--- config.mk ---
export PLATFORM = sky130hd
export DESIGN_NAME = mdio_board_regs
export DESIGN_NICKNAME = d
export VERILOG_FILES = /design/src/rtl/brd_pkg.sv /design/src/rtl/mdc_sync.sv /design/src/rtl/mdio_frame_rx.sv /design/src/rtl/brd_regfile.sv /design/src/rtl/mdio_board_regs.sv
export SDC_FILE = /design/constraint.sdc
export NUM_CORES = 1
export LEC_CHECK = 0
export BUFFER_PORTS_ARGS = -buffer_cell sky130_fd_sc_hd__clkbuf_2
export CAP_MARGIN = 25
export CORE_ASPECT_RATIO = 0.75
export CORE_MARGIN = 4
export CORE_UTILIZATION = 40
export DETAILED_ROUTE_END_ITERATION = 7
export GPL_ROUTABILITY_DRIVEN = 0
export PLACE_DENSITY = 0.69
export SETUP_SLACK_MARGIN = 0.5
export SYNTH_ARGS = -nofsm -noshare
export SYNTH_HDL_FRONTEND = slang
export SYNTH_SLANG_ARGS = --single-unit
--- constraint.sdc ---
create_clock -name clk -period 4.4 [get_ports clk]
set_input_delay 0.44 -clock clk [delete_from_list [all_inputs] [get_ports clk]]
set_output_delay 0.44 -clock clk [all_outputs]
set_load 0.1 [all_outputs]
--- src/rtl/brd_pkg.sv ---
package brd_pkg;
   localparam int FIELD_W    = 5;
   localparam int REG_ADDR_W = 2 * FIELD_W;
   localparam int WORD_W     = 16;
   localparam int DWORD_W    = 2 * WORD_W;
   localparam int SWA_W      = 8;
   localparam int SWB_W      = 4;

   typedef logic [REG_ADDR_W-1:0] reg_addr_t;
   typedef logic [WORD_W-1:0]     word_t;

   typedef enum logic [2:0] {
      RX_HUNT, RX_START, RX_OP, RX_ADDR, RX_TA, RX_DATA, RX_REL
   } rx_state_e;

   localparam logic [1:0] OPC_READ  = 2'b10;
   localparam logic [1:0] OPC_WRITE = 2'b01;

   localparam reg_addr_t RA_PROD_LO = 10'h000;
   localparam reg_addr_t RA_PROD_HI = 10'h001;
   localparam reg_addr_t RA_VER_LO  = 10'h002;
   localparam reg_addr_t RA_VER_HI  = 10'h003;
   localparam reg_addr_t RA_MODE_LO = 10'h004;
   localparam reg_addr_t RA_MODE_HI = 10'h005;
   localparam reg_addr_t RA_APPL_LO = 10'h006;
   localparam reg_addr_t RA_APPL_HI = 10'h007;
   localparam reg_addr_t RA_SWITCH  = 10'h008;
   localparam reg_addr_t RA_RESET   = 10'h00A;
   localparam reg_addr_t RA_POWER   = 10'h00B;
   localparam reg_addr_t RA_PERI_LO = 10'h00C;
   localparam reg_addr_t RA_PERI_HI = 10'h00D;
   localparam reg_addr_t RA_LED     = 10'h00E;
endpackage

--- src/rtl/mdc_sync.sv ---
module mdc_sync #(
   parameter int STAGES = 2
) (
   input  logic clk,
   input  logic rst_n,
   input  logic mdc,
   input  logic mdio_i,
   output logic rise,
   output logic bit_val
);
   logic mdc_s;
   logic mdc_last;

   if (STAGES < 1) begin : g_bad_stages
      $error("mdc_sync: STAGES must be at least 1");
   end

   if (STAGES == 1) begin : g_one
      logic mc_q, dc_q;
      always_ff @(posedge clk or negedge rst_n) begin
         if (!rst_n) begin
            mc_q <= 1'b0;
            dc_q <= 1'b1;
         end else begin
            mc_q <= mdc;
            dc_q <= mdio_i;
         end
      end
      assign mdc_s   = mc_q;
      assign bit_val = dc_q;
   end else begin : g_chain
      logic [STAGES-1:0] mc_q, dc_q;
      always_ff @(posedge clk or negedge rst_n) begin
         if (!rst_n) begin
            mc_q <= '0;
            dc_q <= '1;
         end else begin
            mc_q <= {mc_q[STAGES-2:0], mdc};
            dc_q <= {dc_q[STAGES-2:0], mdio_i};
         end
      end
      assign mdc_s   = mc_q[STAGES-1];
      assign bit_val = dc_q[STAGES-1];
   end

   always_ff @(posedge clk or negedge rst_n) begin
      if (!rst_n) mdc_last <= 1'b0;
      else        mdc_last <= mdc_s;
   end

   assign rise = mdc_s & ~mdc_last;


   rise_single_chk: assert property (@(posedge clk) disable iff (!rst_n)
      rise |=> !rise);
endmodule

--- src/rtl/mdio_frame_rx.sv ---
module mdio_frame_rx
   import brd_pkg::*;
#(
   parameter int PRE_LEN = 32
) (
   input  logic      clk,
   input  logic      rst_n,
   input  logic      rise,
   input  logic      bit_val,
   input  word_t     rd_data,
   output logic      rd_req,
   output logic      wr_stb,
   output reg_addr_t addr,
   output word_t     wr_data,
   output logic      mdio_o,
   output logic      mdio_oe
);
   localparam int PW = $clog2(PRE_LEN + 1);
   localparam int CW = $clog2(WORD_W);
   localparam logic [CW-1:0] ADDR_LAST = CW'(REG_ADDR_W - 1);
   localparam logic [CW-1:0] DATA_LAST = CW'(WORD_W - 1);
   localparam logic [PW-1:0] PRE_FULL  = PW'(PRE_LEN);

   if (PRE_LEN < 2) begin : g_bad_pre
      $error("mdio_frame_rx: PRE_LEN too small");
   end

   rx_state_e      state;
   logic [PW-1:0]  pre_cnt;
   logic [CW-1:0]  bit_cnt;
   logic           op_hi;
   logic           is_rd;
   reg_addr_t      addr_sr;
   word_t          sh;

   assign rd_req  = rise && (state == RX_ADDR) && (bit_cnt == ADDR_LAST) && is_rd;
   assign wr_stb  = rise && (state == RX_DATA) && (bit_cnt == DATA_LAST) && !is_rd;
   assign addr    = (state == RX_ADDR) ? {addr_sr[REG_ADDR_W-2:0], bit_val} : addr_sr;
   assign wr_data = {sh[WORD_W-2:0], bit_val};

   always_ff @(posedge clk or negedge rst_n) begin
      if (!rst_n) begin
         state   <= RX_HUNT;
         pre_cnt <= '0;
         bit_cnt <= '0;
         op_hi   <= 1'b0;
         is_rd   <= 1'b0;
         addr_sr <= '0;
         sh      <= '0;
         mdio_o  <= 1'b0;
         mdio_oe <= 1'b0;
      end else if (rise) begin
         unique case (state)
            RX_HUNT: begin
               if (bit_val) begin
                  if (pre_cnt != PRE_FULL) pre_cnt <= pre_cnt + 1'b1;
               end else begin
                  if (pre_cnt == PRE_FULL) state <= RX_START;
                  pre_cnt <= '0;
               end
            end
            RX_START: begin
               bit_cnt <= '0;
               state   <= bit_val ? RX_OP : RX_HUNT;
            end
            RX_OP: begin
               if (bit_cnt == '0) begin
                  op_hi   <= bit_val;
                  bit_cnt <= 1'b1;
               end else begin
                  bit_cnt <= '0;
                  if ({op_hi, bit_val} == OPC_READ) begin
                     is_rd <= 1'b1;
                     state <= RX_ADDR;
                  end else if ({op_hi, bit_val} == OPC_WRITE) begin
                     is_rd <= 1'b0;
                     state <= RX_ADDR;
                  end else begin
                     state <= RX_HUNT;
                  end
               end
            end
            RX_ADDR: begin
               addr_sr <= {addr_sr[REG_ADDR_W-2:0], bit_val};
               if (bit_cnt == ADDR_LAST) begin
                  bit_cnt <= '0;
                  state   <= RX_TA;
                  if (is_rd) sh <= rd_data;
               end else begin
                  bit_cnt <= bit_cnt + 1'b1;
               end
            end
            RX_TA: begin
               if (bit_cnt == '0) begin
                  bit_cnt <= 1'b1;
                  if (is_rd) begin
                     mdio_oe <= 1'b1;
                     mdio_o  <= 1'b0;
                  end
               end else begin
                  bit_cnt <= '0;
                  state   <= RX_DATA;
               end
            end
            RX_DATA: begin
               if (is_rd) begin
                  mdio_o <= sh[WORD_W-1];
                  sh     <= {sh[WORD_W-2:0], 1'b0};
               end else begin
                  sh <= {sh[WORD_W-2:0], bit_val};
               end
               if (bit_cnt == DATA_LAST) begin
                  bit_cnt <= '0;
                  pre_cnt <= '0;
                  state   <= is_rd ? RX_REL : RX_HUNT;
               end else begin
                  bit_cnt <= bit_cnt + 1'b1;
               end
            end
            RX_REL: begin
               mdio_oe <= 1'b0;
               mdio_o  <= 1'b0;
               pre_cnt <= '0;
               state   <= RX_HUNT;
            end
            default: state <= RX_HUNT;
         endcase
      end
   end


   ta_low_chk: assert property (@(posedge clk) disable iff (!rst_n)
      $rose(mdio_oe) |-> !mdio_o);


   edge_only_chk: assert property (@(posedge clk) disable iff (!rst_n)
      !rise |=> ($stable(mdio_o) && $stable(mdio_oe)));


   no_drive_on_write_chk: assert property (@(posedge clk) disable iff (!rst_n)
      wr_stb |-> !mdio_oe);


   single_access_chk: assert property (@(posedge clk) disable iff (!rst_n)
      !(wr_stb && rd_req));
endmodule

--- src/rtl/brd_regfile.sv ---
module brd_regfile
   import brd_pkg::*;
#(
   parameter int        RST_CYCLES = 16,
   parameter bit        STALE_ID   = 1'b1,
   parameter reg_addr_t ID_BASE    = 10'h300
) (
   input  logic               clk,
   input  logic               rst_n,
   input  logic               rd_req,
   input  logic               wr_stb,
   input  reg_addr_t          addr,
   input  word_t              wr_data,
   input  logic [SWA_W-1:0]   dip_a_n,
   input  logic [SWB_W-1:0]   dip_b_n,
   input  logic [DWORD_W-1:0] mode_applied,
   input  logic [DWORD_W-1:0] product_id,
   input  logic [DWORD_W-1:0] ctrl_version,
   input  word_t              pcb_ver,
   input  word_t              soc_ver,
   input  logic [DWORD_W-1:0] serial_no,
   output word_t              rd_data,
   output logic [DWORD_W-1:0] mode_set,
   output word_t              power_cfg,
   output logic [DWORD_W-1:0] peri_cfg,
   output word_t              led_cfg,
   output logic               sys_rst
);
   localparam int RCW = $clog2(RST_CYCLES + 1);

   if (RST_CYCLES < 1) begin : g_bad_rst
      $error("brd_regfile: RST_CYCLES must be positive");
   end
   if (ID_BASE[1:0] != 2'b00) begin : g_bad_base
      $error("brd_regfile: ID_BASE must be 4-word aligned");
   end

   word_t          mode_lo, mode_hi, pwr_q, peri_lo, peri_hi, led_q;
   logic [RCW-1:0] rst_cnt;
   logic           in_id;
   word_t          id_word, id_out;

   assign in_id = (addr[REG_ADDR_W-1:2] == ID_BASE[REG_ADDR_W-1:2]);

   always_comb begin
      unique case (addr[1:0])
         2'd0:    id_word = pcb_ver;
         2'd1:    id_word = soc_ver;
         2'd2:    id_word = serial_no[WORD_W-1:0];
         default: id_word = serial_no[DWORD_W-1:WORD_W];
      endcase
   end

   if (STALE_ID) begin : g_stale
      word_t stale_q;
      always_ff @(posedge clk or negedge rst_n) begin
         if (!rst_n)                stale_q <= '0;
         else if (rd_req && in_id)  stale_q <= id_word;
      end
      assign id_out = stale_q;
   end else begin : g_direct
      assign id_out = id_word;
   end

   always_ff @(posedge clk or negedge rst_n) begin
      if (!rst_n) begin
         mode_lo <= '0;
         mode_hi <= '0;
         pwr_q   <= '0;
         peri_lo <= '0;
         peri_hi <= '0;
         led_q   <= '0;
      end else if (wr_stb) begin
         unique case (addr)
            RA_MODE_LO: mode_lo <= wr_data;
            RA_MODE_HI: mode_hi <= wr_data;
            RA_POWER:   pwr_q   <= wr_data;
            RA_PERI_LO: peri_lo <= wr_data;
            RA_PERI_HI: peri_hi <= wr_data;
            RA_LED:     led_q   <= wr_data;
            default: ;
         endcase
      end
   end

   always_ff @(posedge clk or negedge rst_n) begin
      if (!rst_n)
         rst_cnt <= '0;
      else if (wr_stb && (addr == RA_RESET) && wr_data[0])
         rst_cnt <= RCW'(RST_CYCLES);
      else if (rst_cnt != '0)
         rst_cnt <= rst_cnt - 1'b1;
   end

   assign sys_rst = (rst_cnt != '0);

   always_comb begin
      rd_data = '0;
      if (in_id) begin
         rd_data = id_out;
      end else begin
         unique case (addr)
            RA_PROD_LO: rd_data = product_id[WORD_W-1:0];
            RA_PROD_HI: rd_data = product_id[DWORD_W-1:WORD_W];
            RA_VER_LO:  rd_data = ctrl_version[WORD_W-1:0];
            RA_VER_HI:  rd_data = ctrl_version[DWORD_W-1:WORD_W];
            RA_MODE_LO: rd_data = mode_lo;
            RA_MODE_HI: rd_data = mode_hi;
            RA_APPL_LO: rd_data = mode_applied[WORD_W-1:0];
            RA_APPL_HI: rd_data = mode_applied[DWORD_W-1:WORD_W];
            RA_SWITCH:  rd_data = WORD_W'({dip_b_n, dip_a_n});
            RA_RESET:   rd_data = WORD_W'(sys_rst);
            RA_POWER:   rd_data = pwr_q;
            RA_PERI_LO: rd_data = peri_lo;
            RA_PERI_HI: rd_data = peri_hi;
            RA_LED:     rd_data = led_q;
            default:    rd_data = '0;
         endcase
      end
   end

   assign mode_set  = {mode_hi, mode_lo};
   assign power_cfg = pwr_q;
   assign peri_cfg  = {peri_hi, peri_lo};
   assign led_cfg   = led_q;

   logic [RCW:0] hi_run;
   always_ff @(posedge clk or negedge rst_n) begin
      if (!rst_n)       hi_run <= '0;
      else if (sys_rst) hi_run <= hi_run + 1'b1;
      else              hi_run <= '0;
   end


   rst_len_chk: assert property (@(posedge clk) disable iff (!rst_n)
      hi_run <= (RCW+1)'(RST_CYCLES));


   rst_cause_chk: assert property (@(posedge clk) disable iff (!rst_n)
      $rose(sys_rst) |-> $past(wr_stb));


   cfg_hold_chk: assert property (@(posedge clk) disable iff (!rst_n)
      !wr_stb |=> ($stable(mode_set) && $stable(power_cfg) &&
                   $stable(peri_cfg) && $stable(led_cfg)));
endmodule

--- src/rtl/mdio_board_regs.sv ---
module mdio_board_regs
   import brd_pkg::*;
#(
   parameter int        SYNC_STAGES = 2,
   parameter int        PRE_LEN     = 32,
   parameter int        RST_CYCLES  = 16,
   parameter bit        STALE_ID    = 1'b1,
   parameter reg_addr_t ID_BASE     = 10'h300
) (
   input  logic               clk,
   input  logic               rst_n,
   input  logic               mdc,
   input  logic               mdio_i,
   output logic               mdio_o,
   output logic               mdio_oe,
   input  logic [SWA_W-1:0]   dip_a_n,
   input  logic [SWB_W-1:0]   dip_b_n,
   input  logic [DWORD_W-1:0] mode_applied,
   input  logic [DWORD_W-1:0] product_id,
   input  logic [DWORD_W-1:0] ctrl_version,
   input  logic [WORD_W-1:0]  pcb_ver,
   input  logic [WORD_W-1:0]  soc_ver,
   input  logic [DWORD_W-1:0] serial_no,
   output logic [DWORD_W-1:0] mode_set,
   output logic [WORD_W-1:0]  power_cfg,
   output logic [DWORD_W-1:0] peri_cfg,
   output logic [WORD_W-1:0]  led_cfg,
   output logic               sys_rst
);
   logic      rise, bit_val, rd_req, wr_stb;
   reg_addr_t addr;
   word_t     wr_data, rd_data;

   mdc_sync #(.STAGES(SYNC_STAGES)) u_sync (
      .clk(clk), .rst_n(rst_n), .mdc(mdc), .mdio_i(mdio_i),
      .rise(rise), .bit_val(bit_val)
   );

   mdio_frame_rx #(.PRE_LEN(PRE_LEN)) u_rx (
      .clk(clk), .rst_n(rst_n), .rise(rise), .bit_val(bit_val),
      .rd_data(rd_data), .rd_req(rd_req), .wr_stb(wr_stb),
      .addr(addr), .wr_data(wr_data), .mdio_o(mdio_o), .mdio_oe(mdio_oe)
   );

   brd_regfile #(
      .RST_CYCLES(RST_CYCLES), .STALE_ID(STALE_ID), .ID_BASE(ID_BASE)
   ) u_regs (
      .clk(clk), .rst_n(rst_n), .rd_req(rd_req), .wr_stb(wr_stb),
      .addr(addr), .wr_data(wr_data),
      .dip_a_n(dip_a_n), .dip_b_n(dip_b_n), .mode_applied(mode_applied),
      .product_id(product_id), .ctrl_version(ctrl_version),
      .pcb_ver(pcb_ver), .soc_ver(soc_ver), .serial_no(serial_no),
      .rd_data(rd_data), .mode_set(mode_set), .power_cfg(power_cfg),
      .peri_cfg(peri_cfg), .led_cfg(led_cfg), .sys_rst(sys_rst)
   );
endmodule

==> After elaboration in Yosys (flattened, before gate mapping) <==
Cells that the tools add are included.
{ "op_classes": {"add_sub_neg": 3, "eq_ne": 39, "muxes": 38, "bitwise": 3, "n_reduce_logical": 37} }
{ "ops": {"columns": ["cell", "count"], "rows": [
  ["case mux 16 bit (14 select lines)", 1],
  ["equality test 10 x 4 -> 1 bit (second input constant)", 6],
  ["2-to-1 mux 16 bit", 3],
  ["case mux 16 bit (3 select lines)", 1],
  ["equality test 10 x 3 -> 1 bit (second input constant)", 4],
  ["case mux 16 bit (2 select lines)", 1],
  ["2-to-1 mux 3 bit", 8],
  ["equality test 10 x 2 -> 1 bit (second input constant)", 2],
  ["2-to-1 mux 6 bit", 3],
  ["case mux 3 bit (6 select lines)", 1],
  ["case mux 6 bit (3 select lines)", 1],
  ["case mux 4 bit (4 select lines)", 1],
  ["AND reduction 4 bit", 4],
  ["AND reduction 2 bit", 7],
  ["equality test 10 x 1 -> 1 bit (second input constant)", 1],
  ["logical NOT 10 bit", 1],
  ["2-to-1 mux 10 bit", 1],
  ["2-to-1 mux 5 bit", 2],
  ["!= test 2 x 1 -> 1 bit (second input constant)", 5],
  ["!= test 2 bit (second input constant)", 5],
  ["equality test 3 bit (second input constant)", 3],
  ["logical AND 1 bit", 9],
  ["2-to-1 mux 1 bit", 9],
  ["equality test 4 bit (second input constant)", 2],
  ["other kinds (29)", 39]
]} }
{ "word_totals": {"register_bits": 165, "inputBits": 176, "wordCells": 140} }

==> Depth between registers and ports, before layout <==
{ "depth": {"word_depth": 8, "ltp_mapped": 10, "ltp_nobuf": 8} }

==> By module <==
From an unflattened synthesis, not the netlist that was laid out.
{ "hier_totals": {"hier_cells": 853, "area_unflattened_um2": 9620.5} }
{ "by_module_without_submodules": {"columns": ["mod", "instances", "cells_each", "area_per_inst_um2", "seq_area_each_um2"], "rows": [
  ["brd_regfile", 1, 569, 6801.5, 2927.8],
  ["mdio_frame_rx", 1, 278, 2677.6, 1076.0],
  ["mdc_sync", 1, 6, 141.4, 127.6]
]} }

==> Worst setup path before layout <==
Ideal clock, no wire load.
{ "synth_path": {"path_kind": "flip-flop to flip-flop", "start": "register u_rx.state[2]", "end": "register u_regs.g_stale.stale_q[10]", "setup_ps": 125, "arrival_time_ps": 2274, "t_required_ps": 4275, "path_slack_ps": 2001, "path_stages_with_launch": 8, "n_path_buf": 3, "synth_period_minus_slack_ps": 2399, "cell_sequence": "dfrtp_1 > and3b_1 > buf_4 > buf_6 > a21oi_2 > buf_4 > mux4_2 > mux2_2"} }
{ "synth_between": {"elab_chain_len": 5, "elab_cells_between_ends": 11} }
{ "synth_rtl": {"columns": ["item", "line", "rtl"], "rows": [
  ["start: declaration", "mdio_frame_rx.sv:28", "rx_state_e state;"],
  ["start signal: assignment", "mdio_frame_rx.sv:64", "state <= bit_val ? RX_OP : RX_HUNT;"],
  ["start signal: assignment", "mdio_frame_rx.sv:115", "state <= is_rd ? RX_REL : RX_HUNT;"],
  ["equality test 3 x 2 -> 1 bit (*)", "mdio_frame_rx.sv:36, mdio_frame_rx.sv:38", null],
  ["branches (longest 4 deep; another with case mux 16 bit (3 select lines))", null, null],
  ["end signal: assignment", "brd_regfile.sv:58", "else if (rd_req && in_id) stale_q <= id_word;"],
  ["end: declaration", "brd_regfile.sv:55", "word_t stale_q;"]
]} }
Mark *: on every way between the ends.
A chain may end at the register's enable or synchronous reset.

==> Worst setup path after layout <==
{ "layout_path": {"start": "register u_rx.state[2]", "end": "register u_regs.led_q[15] (netlist: u_regs.led_cfg[15])"} }
{ "layout_between": {"elab_chain_len": 5, "elab_cells_between_ends": 8} }
{ "layout_rtl": {"columns": ["item", "line", "rtl"], "rows": [
  ["branches (longest 4 deep; another with 2-to-1 mux 10 bit)", null, null],
  ["AND reduction 2 bit (no line) (*)", null, null],
  ["end signal: assignment", "brd_regfile.sv:80", "RA_LED: led_q <= wr_data;"],
  ["end: declaration", "brd_regfile.sv:38", "word_t mode_lo, mode_hi, pwr_q, peri_lo, peri_hi, led_q;"]
]} }
Marks and branches as above.

==> results.cfg <==
[critical_path]
reg2reg_depth = 5
critPathSlowestCell = and2_1
worst_path_largest_cell_delay_ns = 0.81
critPathLaunchType = flop
cp-end-kind = flop
setup.worst_path.end = u_regs.led_cfg[15]
r2r-end = u_regs.led_cfg[15]
worstPathArrival_ns = 3.84
cpLargestDelayFamily = simple AND/OR/NAND/NOR gates
crit_chain = and3b_1 > or4b_4 > a21oi_4 > and2_1 > mux2_2
critical_path.startpoint = u_rx.state[2]
critPathRequiredTime_ns = 4.72
worstReg2RegStart = u_rx.state[2]
cp_max_fo = 24
path_buf_inv = 0
crit_cells = 5
critPathKind = reg -> reg
reg2reg_slack_ns = 0.88

[route]
vias_per_cell = 6.53
first_pass_iters = 8
first_iter_violations = 1508
detail_route.wl_per_cell_um = 28.0
drcViolationCount = 0
wirelength_um = 40500
dr_total_vias = 9439
ant_nets = 0

[outcome]
status = complete, no violations

[place]
place_hpwl_um = 30200
io_buffer_count = 274

[sta]
finalCriticalPeriod_ns = 3.52
fin_tns_setup_ns = 0
final_max_slew_viol_count = 0
rsz0062_at_grt = no
max_slew_margin_pct = 35.4
worstMarginPinSlew_ns = 0.969
finalCritPeriodShare_pct = 79.9
finalHoldViolations = 0
fmax_mhz = 284
clock_skew_ns = 0.00965
setup_viol = 0

[grt]
track_usage_pct = 29.4
antenna_found_initial = 1
grt_pass1_wl_um = 58900
grt_pass1_vias = 9071
grt_overflow_total = 0
grt_max_degree = 97

[synthesis]
synthArstFlopShare_pct = 100
syn_area_sq_um = 9650
postSynthAreaPerCell_sq_um = 11.1
yosys_warnings = 0
synth_cell_types = 80
synthesis.nets = 1051
synth_seq_area_share_pct = 42.8
ys_ff_latch = 165
synthCells = 867
synth_edf_count = 0
synthFlopType = dfrtp_1

[clock_tree]
cts-resized-gates = 0
cts_setup_buffers = 0
root_buffer = clkbuf_16
h-tree-depth = 4
cts_tree = yes
insertion_delay_ns = 0.44
cts_buffers = 17
cts_hold_buf = 0
ctsLongestPathBuffers = 2
cts.sinks = 165
clkTransAtPathRegs_ns = 0.07

[die]
dieArea_sq_um = 26700
die_y_um = 143
die_width_um = 187
fp-row-count = 48
initial_utilization_pct = 41.3
io_pins = 275
core_area_sq_um = 23400

[finish]
final_util_pct = 51.3
mostFrequentLayoutCells = clkbuf_2 (273), dfrtp_1 (162), mux2_2 (107)
drive_gt1_share_pct = 42.8
num-fill-cells = 2157
final_common_cell = clkbuf_2
final_nets = 1316
area_growth_pct = 24.2

[pwr]
powerDensity_nw_per_um2 = 276
ir_worst_vdd_mv = 0.291
p_leak_nw = 5.79

[min_path]
hold_class = in -> reg

[job]
maxCapViolations = 0
[stage by stage]
stage               worst slack, ns  cell area (sq um)  cells  power, mW  hold slack (ns)
CTS                           0.984              12000   1445       3.31           0.0731
finish                        0.883              12000   1446       3.31           0.0809
floorplan                      2.00               9650    867       1.61            0.144
global placement               1.07              11400   1411       1.76            0.338
detailed placement             1.01              11400   1413       1.76            0.335
global route                  0.811              12000   1446       3.40           0.0652
[logic make-up (layout without fill, tap and decap cells)]
| kind of cell | Yosys count | after routing | share of synthesized area, % |
|---|---|---|---|
| xor+xnor | 3 | 3 | 0.272 |
| other cells | 0 | 1 | 0 |
| simple gates | 197 | 197 | 11.3 |
| buf+inv | 75 | 353 | 3.73 |
| mux | 179 | 179 | 22.2 |
| compound gates | 240 | 240 | 18.7 |
| flops | 165 | 165 | 42.8 |
| fa+ha+maj | 8 | 8 | 1.04 |
[cell usage after synthesis, types with 5 or more instances]
| library cell | count | area share, % |
|---|---|---|
| buf_4 | 8 | 0.62 |
| mux2i_1 | 46 | 4.8 |
| clkbuf_1 | 30 | 1.2 |
| or3_1 | 18 | 1.2 |
| a221o_1 | 8 | 0.83 |
| nand2_1 | 58 | 2.3 |
| nand3_1 | 11 | 0.57 |
| nor2_1 | 33 | 1.3 |
| o22ai_1 | 19 | 1.2 |
| a22o_1 | 15 | 1.4 |
| nand2b_1 | 5 | 0.32 |
| mux2_1 | 10 | 1.2 |
| a22oi_1 | 19 | 1.5 |
| nor3_1 | 13 | 0.67 |
| mux2_2 | 107 | 12 |
| mux4_2 | 16 | 3.7 |
| a221oi_1 | 48 | 4.4 |
| a32oi_1 | 5 | 0.45 |
| a21oi_1 | 13 | 0.67 |
| a222oi_1 | 9 | 0.93 |
| a31oi_1 | 13 | 0.84 |
| o21ai_0 | 52 | 2.7 |
| inv_1 | 10 | 0.39 |
| and2_1 | 6 | 0.39 |
| nor2b_1 | 11 | 0.71 |
| dfrtp_1 | 163 | 42 |
| and3_1 | 8 | 0.52 |
| ha_1 | 8 | 1.0 |
| buf_2 | 18 | 0.93 |
[flip-flops by register name, indices dropped and copies added (netlist names), 5 cells and up]
name and count:
u_rx.pre_cnt 6, u_rx.sh 16, u_regs.led_cfg 16, u_regs.power_cfg 16, u_regs.mode_hi 16, u_regs.peri_hi 16
u_regs.peri_lo 16, u_rx.addr_sr 10, u_regs.rst_cnt 5, u_regs.g_stale.stale_q 16, u_regs.mode_lo 16
[worst reg2reg max path, delay by kind of cell (launching register included)]
family / cells / cell delay (ns)
AOI/OAI and AO/OA: 1 / 0.57
muxes: 1 / 0.43
and+or+nand+nor: 3 / 1.65
DFF: 1 / 0.77
[how the worst min path moves through the flow]
stage	startpoint	to	slack (ns)	depth (start not counted)
floorplan	rst_n	u_regs.g_stale.stale_q[0]	0.14	0
global placement	u_sync.g_chain.mc_q[0]	u_sync.g_chain.mc_q[1]	0.34	0
detailed placement	u_sync.g_chain.mc_q[0]	u_sync.g_chain.mc_q[1]	0.33	0
CTS	mdio_i	u_sync.g_chain.dc_q[0]	0.07	1
global route	mdio_i	u_sync.g_chain.dc_q[0]	0.07	1
finish	mdio_i	u_sync.g_chain.dc_q[0]	0.08	1
[per-layer routing]
| layer | share of wire, % | wire length [um] | GRT usage, % | vias up |
|---|---|---|---|---|
| met5 | 0 | 0 | 0 | - |
| met1 | 39 | 16000 | 40.8 | 4597 |
| met4 | 3.5 | 1400 | 8.44 | 0 |
| met3 | 15 | 6010 | 10.5 | 123 |
| met2 | 42 | 17100 | 43.8 | 793 |
| li1 | - | - | - | 3926 |
[area by class of cell]
class                      count  area [sq um]  area share (%)
timing repair buffer         309          1640            13.7
clock inverter                11           135            1.13
inverter                      12          45.0           0.376
multi-input combinational    627          5180            43.2
tap                          300           375            3.13
sequential                   165          4130            34.5
antenna                        1          2.50          0.0209
clock buffer                  21           480            4.01
[power by group]
part	internal (mW)	switching [mW]	total, mW	leakage, nW
Sequential	1.52	0.00954	1.53	2.27
Combinational	0.0907	0.111	0.201	3.23
Clock	0.907	0.667	1.57	0.294
Total	2.52	0.788	3.31	5.79
Power figures use the tool's default switching activity.
